File: src/rtl/gpio_padcfg_pkg.sv
`timescale 1ns/1ps
package gpio_padcfg_pkg;

  localparam int unsigned DRV_BITS  = 3;
  localparam int unsigned NUM_SLOTS = 5;

  // Offsets of the bias words for each layout
  localparam int unsigned OFF_DIR   = 32'h34;
  localparam int unsigned OFF_EN    = 32'h38;
  localparam int unsigned OFF_UP    = 32'h14;
  localparam int unsigned OFF_DN    = 32'h10;

  typedef enum logic [2:0] {
    SLOT_BIAS_A = 3'd0,   // direction (default) or pull-up (split)
    SLOT_BIAS_B = 3'd1,   // enable (default) or pull-down (split)
    SLOT_PLANE0 = 3'd2,
    SLOT_PLANE1 = 3'd3,
    SLOT_PLANE2 = 3'd4
  } slot_e;

  typedef struct packed {
    logic  hit;
    slot_e slot;
  } dec_t;

  // Byte address of plane word i
  function automatic int unsigned plane_addr(input int unsigned base,
                                             input bit rev,
                                             input int unsigned i);
    return base + 4 * (rev ? (DRV_BITS - 1 - i) : i);
  endfunction

  // Map a byte address to a register slot; bias words take priority
  function automatic dec_t decode(input int unsigned a,
                                  input bit split,
                                  input bit rev,
                                  input int unsigned base);
    dec_t d;
    d.hit  = 1'b0;
    d.slot = SLOT_BIAS_A;
    if (a == (split ? OFF_UP : OFF_DIR)) begin
      d.hit  = 1'b1;
      d.slot = SLOT_BIAS_A;
    end else if (a == (split ? OFF_DN : OFF_EN)) begin
      d.hit  = 1'b1;
      d.slot = SLOT_BIAS_B;
    end else begin
      for (int unsigned i = 0; i < DRV_BITS; i++) begin
        if (a == plane_addr(base, rev, i)) begin
          d.hit  = 1'b1;
          d.slot = slot_e'(3'(int'(SLOT_PLANE0) + int'(i)));
        end
      end
    end
    return d;
  endfunction

endpackage

File: src/rtl/padcfg_regfile.sv
`timescale 1ns/1ps
module padcfg_regfile
  import gpio_padcfg_pkg::*;
#(
  parameter int unsigned NUM_PINS   = 32,
  parameter int unsigned ADDR_W     = 8,
  parameter bit          SPLIT_PULL = 1'b0,
  parameter bit          PLANE_REV  = 1'b0,
  parameter int unsigned DRV_BASE   = 32'h58
) (
  input  logic                                 clk,
  input  logic                                 rst,
  input  logic                                 wr,
  input  logic [ADDR_W-1:0]                    addr,
  input  logic [NUM_PINS-1:0]                  wdata,
  output logic [NUM_SLOTS-1:0][NUM_PINS-1:0]   words
);

  localparam int unsigned PAD_W = 32 - ADDR_W;

  dec_t dec;
  always_comb dec = decode({{PAD_W{1'b0}}, addr}, SPLIT_PULL, PLANE_REV, DRV_BASE);

  for (genvar s = 0; s < NUM_SLOTS; s++) begin : g_slot
    logic sel;
    assign sel = wr && dec.hit && (dec.slot == slot_e'(3'(s)));
    always_ff @(posedge clk) begin
      if (rst)
        words[s] <= '0;
      else if (sel)
        words[s] <= wdata;
    end
  end

endmodule

File: src/rtl/padcfg_readmux.sv
`timescale 1ns/1ps
module padcfg_readmux
  import gpio_padcfg_pkg::*;
#(
  parameter int unsigned NUM_PINS   = 32,
  parameter int unsigned ADDR_W     = 8,
  parameter bit          SPLIT_PULL = 1'b0,
  parameter bit          PLANE_REV  = 1'b0,
  parameter int unsigned DRV_BASE   = 32'h58
) (
  input  logic                                 clk,
  input  logic                                 rst,
  input  logic                                 rd,
  input  logic [ADDR_W-1:0]                    addr,
  input  logic [NUM_SLOTS-1:0][NUM_PINS-1:0]   words,
  output logic [NUM_PINS-1:0]                  rdata
);

  localparam int unsigned PAD_W = 32 - ADDR_W;

  dec_t                dec;
  logic [NUM_PINS-1:0] sel_word;

  always_comb begin
    dec      = decode({{PAD_W{1'b0}}, addr}, SPLIT_PULL, PLANE_REV, DRV_BASE);
    sel_word = '0;
    for (int unsigned s = 0; s < NUM_SLOTS; s++)
      if (dec.hit && (dec.slot == slot_e'(3'(s))))
        sel_word = words[s];
  end

  always_ff @(posedge clk) begin
    if (rst)
      rdata <= '0;
    else if (rd)
      rdata <= sel_word;
  end

endmodule

File: src/rtl/padcfg_pad_drive.sv
`timescale 1ns/1ps
module padcfg_pad_drive
  import gpio_padcfg_pkg::*;
#(
  parameter int unsigned NUM_PINS   = 32,
  parameter bit          SPLIT_PULL = 1'b0
) (
  input  logic                                clk,
  input  logic                                rst,
  input  logic [NUM_PINS-1:0]                 bias_a,
  input  logic [NUM_PINS-1:0]                 bias_b,
  input  logic [DRV_BITS-1:0][NUM_PINS-1:0]   planes,
  output logic [NUM_PINS-1:0]                 pull_up,
  output logic [NUM_PINS-1:0]                 pull_dn,
  output logic [NUM_PINS*DRV_BITS-1:0]        drv_code
);

  logic [NUM_PINS-1:0]          up_n;
  logic [NUM_PINS-1:0]          dn_n;
  logic [NUM_PINS*DRV_BITS-1:0] code_n;

  if (SPLIT_PULL) begin : g_split
    // bias_a = up request, bias_b = down request; conflict drives neither
    assign up_n = bias_a & ~bias_b;
    assign dn_n = bias_b & ~bias_a;
  end else begin : g_dir_en
    // bias_a = direction, bias_b = enable
    assign up_n = bias_b &  bias_a;
    assign dn_n = bias_b & ~bias_a;
  end

  for (genvar p = 0; p < NUM_PINS; p++) begin : g_pin
    for (genvar i = 0; i < DRV_BITS; i++) begin : g_bit
      assign code_n[p*DRV_BITS + i] = planes[i][p];
    end
  end

  always_ff @(posedge clk) begin
    if (rst) begin
      pull_up  <= '0;
      pull_dn  <= '0;
      drv_code <= '0;
    end else begin
      pull_up  <= up_n;
      pull_dn  <= dn_n;
      drv_code <= code_n;
    end
  end

endmodule

File: src/rtl/gpio_padcfg.sv
`timescale 1ns/1ps
module gpio_padcfg
  import gpio_padcfg_pkg::*;
#(
  parameter int unsigned NUM_PINS   = 32,
  parameter int unsigned ADDR_W     = 8,
  parameter bit          SPLIT_PULL = 1'b0,
  parameter bit          PLANE_REV  = 1'b0,
  parameter int unsigned DRV_BASE   = 32'h58
) (
  input  logic                          clk,
  input  logic                          rst,
  input  logic                          bus_wr,
  input  logic                          bus_rd,
  input  logic [ADDR_W-1:0]             bus_addr,
  input  logic [NUM_PINS-1:0]           bus_wdata,
  output logic [NUM_PINS-1:0]           bus_rdata,
  output logic [NUM_PINS-1:0]           pad_pull_up,
  output logic [NUM_PINS-1:0]           pad_pull_dn,
  output logic [NUM_PINS*DRV_BITS-1:0]  pad_drv_code
);

  logic [NUM_SLOTS-1:0][NUM_PINS-1:0] words;
  logic [DRV_BITS-1:0][NUM_PINS-1:0]  planes;

  for (genvar i = 0; i < DRV_BITS; i++) begin : g_plane
    assign planes[i] = words[int'(SLOT_PLANE0) + i];
  end

  padcfg_regfile #(
    .NUM_PINS(NUM_PINS), .ADDR_W(ADDR_W), .SPLIT_PULL(SPLIT_PULL),
    .PLANE_REV(PLANE_REV), .DRV_BASE(DRV_BASE)
  ) u_regs (
    .clk(clk), .rst(rst), .wr(bus_wr), .addr(bus_addr),
    .wdata(bus_wdata), .words(words)
  );

  padcfg_readmux #(
    .NUM_PINS(NUM_PINS), .ADDR_W(ADDR_W), .SPLIT_PULL(SPLIT_PULL),
    .PLANE_REV(PLANE_REV), .DRV_BASE(DRV_BASE)
  ) u_rd (
    .clk(clk), .rst(rst), .rd(bus_rd), .addr(bus_addr),
    .words(words), .rdata(bus_rdata)
  );

  padcfg_pad_drive #(
    .NUM_PINS(NUM_PINS), .SPLIT_PULL(SPLIT_PULL)
  ) u_pad (
    .clk(clk), .rst(rst),
    .bias_a(words[SLOT_BIAS_A]), .bias_b(words[SLOT_BIAS_B]),
    .planes(planes),
    .pull_up(pad_pull_up), .pull_dn(pad_pull_dn), .drv_code(pad_drv_code)
  );

endmodule

File: config.mk
export PLATFORM = sky130hd
export DESIGN_NAME = gpio_padcfg
export DESIGN_NICKNAME = d
export VERILOG_FILES = /design/src/rtl/gpio_padcfg_pkg.sv /design/src/rtl/padcfg_regfile.sv /design/src/rtl/padcfg_readmux.sv /design/src/rtl/padcfg_pad_drive.sv /design/src/rtl/gpio_padcfg.sv
export SDC_FILE = /design/constraint.sdc
export NUM_CORES = 1
export LEC_CHECK = 0
export BUFFER_PORTS_ARGS = -buffer_cell sky130_fd_sc_hd__buf_2
export CORE_MARGIN = 1
export CORE_UTILIZATION = 49
export CTS_CLUSTER_SIZE = 14
export DETAILED_ROUTE_END_ITERATION = 10
export PLACE_DENSITY = 0.76
export SYNTH_ARGS = -nofsm -noshare
export SYNTH_HDL_FRONTEND = slang
export SYNTH_SLANG_ARGS = --single-unit
export TNS_END_PERCENT = 10
File: constraint.sdc
create_clock -name clk -period 1.4 [get_ports clk]
set_input_delay 0.07 -clock clk [delete_from_list [all_inputs] [get_ports clk]]
set_output_delay 0.07 -clock clk [all_outputs]
set_load 0.005 [all_outputs]
==> flow_summary_export.csv <==
group,metric,value,unit
status,outcome,"finished, final reports clean",
critical_path,start_kind,"input pin",
routing,ant_nets,0,
clocking,cts_root_buf,"clkbuf_16",
worst_hold_path,hold_start,"bus_rd",
worst_hold_path,hold_class,"input pin to flip-flop",
critical_path,reg2regPathDepth,4,
routing,dr.pass1.iters,5,
power_and_ir_drop,clock_power_share,47.1,%
routing,wl_per_cell,18.1,um
timing,maxSlewHeadroom,70.5,%
synthesis,syn_inst,1392,
critical_path,reg2reg_from,"u_regs.words[32]$_SDFFE_PP0P_",
timing,tns,0,ns
critical_path,reg2reg_to,"u_rd.rdata[0]$_SDFFE_PP0P_",
synthesis,postSynthAreaPerCell,8.87,sq um
timing,fmax,746,MHz
routing,drt-met1-wl,15100,um
routing,drt_first_iter_violations,991,
critical_path,crit_required,1.77,ns
power_and_ir_drop,p_seq_share,48.8,%
routing,route.detailed.drc,0,
placed_design,dp_hpwl,23900,um
final_layout,layout-drive-gt1-share,22.9,%
timing,setup_violations,0,
synthesis,netlist_area,12300,sq um
critical_path,rrSetupSlack,0.19,ns
timing,final_hold_viol_count,0,
worst_hold_path,min_to,"u_rd.rdata[0]$_SDFFE_PP0P_",
timing,min_period,1.34,ns
routing,totalWireLength,36300,um
final_layout,areaGrowthSynthToFinish,29.3,%
timing,rsz0062_at_grt,"false",
die,die_h,161,um
critical_path,worstPathArrival,1.71,ns
synthesis,synth-seq-cells,352,
synthesis,synth_nets,1436,
critical_path,worstSetupPathDepth,7,
timing,worst_slew_pin_slew,0.442,ns
final_layout,finalCoreUtilization,65.1,%
clocking,htree_levels,2,
die,start_util,50.3,%
grt,grt_pass1_vias,10400,
timing,min_period_over_period,95.7,%
clocking,cts_setup_buffers,0,
clocking,clkTransAtPathRegs,0.06,ns
clocking,cts_made_buffers,36,
grt,grt.overflow.total,0,
critical_path,cp-end-kind,"flip-flop",
die,core_area,24500,sq um
clocking,clock_path_buffers,3,
grt,grt_max_degree,65,
critical_path,path_buf_inv,2,
routing,drt-vias-per-instance,5.45,
clocking,worstSkewPairLatency,0.52,ns
die,die_area,25800,sq um
grt,grt_pass1_wl,55800,um
critical_path,path_cells,"buf_2, nand2b_4, or4_2, buf_6, o21a_1, o21ai_1, a31oi_1",
synthesis,yosysWarnings,0,
clocking,cts_sinks,352,
routing,highest_layer,"met5",
die,die_x,161,um
critical_path,critical-path-top-delay-family,"simple AND/OR/NAND/NOR gates",
timing,finClkSkew,0.0174,ns
power_and_ir_drop,swShare,21.5,%
power_and_ir_drop,power.internal,16.3,mW
routing,met2_length,17100,um
flow_run,cap_viol_max_count,0,
critical_path,max_stage_delay,0.66,ns
grt,grt_use_total,27.4,%
placed_design,place_congestion,0.868,
power_and_ir_drop,p_leak,6.47,nW
power_and_ir_drop,p_comb_share,4.1,%
timing,drv_slew,0,
final_layout,num-fill-cells,1980,
worst_hold_path,whs_path_depth,4,
die,pin_count,236,
critical_path,critPathKind,"input pin to flip-flop",
placed_design,buffer_ports.inserted,235,
synthesis,ys_seq_area_share,57.1,%
clocking,cts_tree,"done",
routing,met3_length,2980,um
synthesis,synthDistinctLibCells,34,
grt,antenna_found_initial,4,
critical_path,worstPathMaxFanout,22,
power_and_ir_drop,power.density,1300,nW/um^2
die,rows,57,
routing,vias,10900,
final_layout,fin_nets,1699,
power_and_ir_drop,max-vdd-ir-drop,1.15,mV
power_and_ir_drop,p_switching,4.45,mW
critical_path,slowest_stage,"or4_2",
## cell families after synthesis
kind of cell	count (synthesis)	share of synthesized area [%]
flops	352	57.1
simple gates	600	23.2
buf+inv	116	4.05
compound gates	324	15.7
## cells in the final DEF, fill, tap and decap left out, types with 3 or more instances in the layout
| cell type | n |
|---|---|
| nor3b_1 | 32 |
| buf_12 | 28 |
| o22ai_1 | 32 |
| a31oi_1 | 4 |
| nand3_2 | 5 |
| buf_2 | 234 |
| and3_2 | 4 |
| nand2_1 | 353 |
| o21ai_1 | 30 |
| and3b_1 | 32 |
| a21oi_1 | 160 |
| nor2b_1 | 96 |
| dfxtp_1 | 352 |
| a22oi_1 | 32 |
| clkbuf_1 | 6 |
| buf_4 | 42 |
| clkbuf_8 | 6 |
| o21bai_1 | 4 |
| dlygate4sd3_1 | 33 |
| bufinv_16 | 3 |
| nor2_1 | 62 |
| clkinv_2 | 7 |
| clkbuf_16 | 38 |
| a311oi_1 | 28 |
| o21a_1 | 32 |
## synth_stat cells (all sizes together)
library cell	n	area share, %
nand2b	2	0.16
nand4	1	0.051
clkbuf	75	2.3
nor2	62	1.9
a311oi	28	2.0
and3	5	0.25
or2	2	0.10
dfxtp	352	57
a21oi	160	6.5
nand2	354	11
a31oi	4	0.20
or3	1	0.051
nor2b	98	5.0
o21bai	4	0.24
o21ai	32	1.3
nand3	5	0.20
and4	1	0.071
and2	1	0.051
and3b	32	2.3
nor3b	32	1.9
o22ai	32	1.6
and4bb	1	0.10
nor4	2	0.22
buf	40	1.7
a22oi	32	1.9
inv	1	0.030
or4	1	0.061
o21a	32	1.9
## worst max-delay path by stage
stage	slack (ns)	startpoint	end
2_1_floorplan	-0.05	bus_addr[7]	u_rd.rdata[13]$_SDFFE_PP0P_
3_3_place_gp	-0.38	bus_addr[7]	u_rd.rdata[1]$_SDFFE_PP0P_
3_5_place_dp	-0.42	bus_addr[7]	u_rd.rdata[1]$_SDFFE_PP0P_
4_1_cts	0.05	bus_addr[7]	u_rd.rdata[8]$_SDFFE_PP0P_
5_1_grt	0.03	bus_addr[2]	u_rd.rdata[8]$_SDFFE_PP0P_
6_report	0.06	bus_addr[7]	u_rd.rdata[8]$_SDFFE_PP0P_
## flip-flops by register name, summed over array words and instances (netlist names)
name            count
u_pad.pull_dn      32
u_rd.rdata         32
u_pad.drv_code     96
u_regs.words      160
u_pad.pull_up      32
## routing by layer
metal	vias to the layer above	track usage, %
met2	480	45.1
met4	4	11.4
li1	5186	-
met3	106	5.99
met5	-	0
met1	5169	34.7
## worst min-delay path, delay by kind of cell
| family | cells | cell delay (ns) |
|---|---|---|
| AO/OA/AOI/OAI | 1 | 0.06 |
| AND/OR/NAND/NOR | 1 | 0.11 |
| buffers and inverters | 2 | 0.30 |
## area by class of cell
| type | instances | area, sq um | share of cell area, % |
|---|---|---|---|
| flip-flops and latches | 352 | 7050 | 44.2 |
| multi-input cells | 924 | 4850 | 30.4 |
| clock buffers | 50 | 1060 | 6.62 |
| diodes | 2 | 5.00 | 0.0314 |
| well taps | 324 | 405 | 2.54 |
| clock inverters | 14 | 174 | 1.09 |
| inverters | 1 | 3.75 | 0.0235 |
| repair buffers | 340 | 2410 | 15.1 |
## power by group through the flow
stage	sequential (mW)	clock, mW	combinational [mW]
after floorplan	10.3	0	0.362
after global placement	10.3	0	0.748
after detailed placement	10.3	0	0.758
after CTS	10.1	9.86	0.838
after global routing	10.1	10.3	0.907
final	10.1	9.77	0.851
## stage by stage
step | instances | setup WS, ns | cell area, sq um | power (mW) | hold WS [ns]
after CTS | 2005 | 0.0513 | 15900 | 20.8 | 0.0726
final | 2007 | 0.0598 | 16000 | 20.7 | 0.0928
after global placement | 1908 | -0.383 | 14400 | 11.1 | 0.356
after floorplan | 1392 | -0.0479 | 12400 | 10.7 | 0.206
after global routing | 2007 | 0.0279 | 16000 | 21.3 | 0.0908
after detailed placement | 1908 | -0.421 | 14400 | 11.1 | 0.363
## what timing repair did
action	in CTS	in global routing
setup endpoints to repair	0	1
gates resized for setup	0	2
hold buffers	33	0
hold endpoints to repair	170	0
Power figures use the tool's default switching activity.
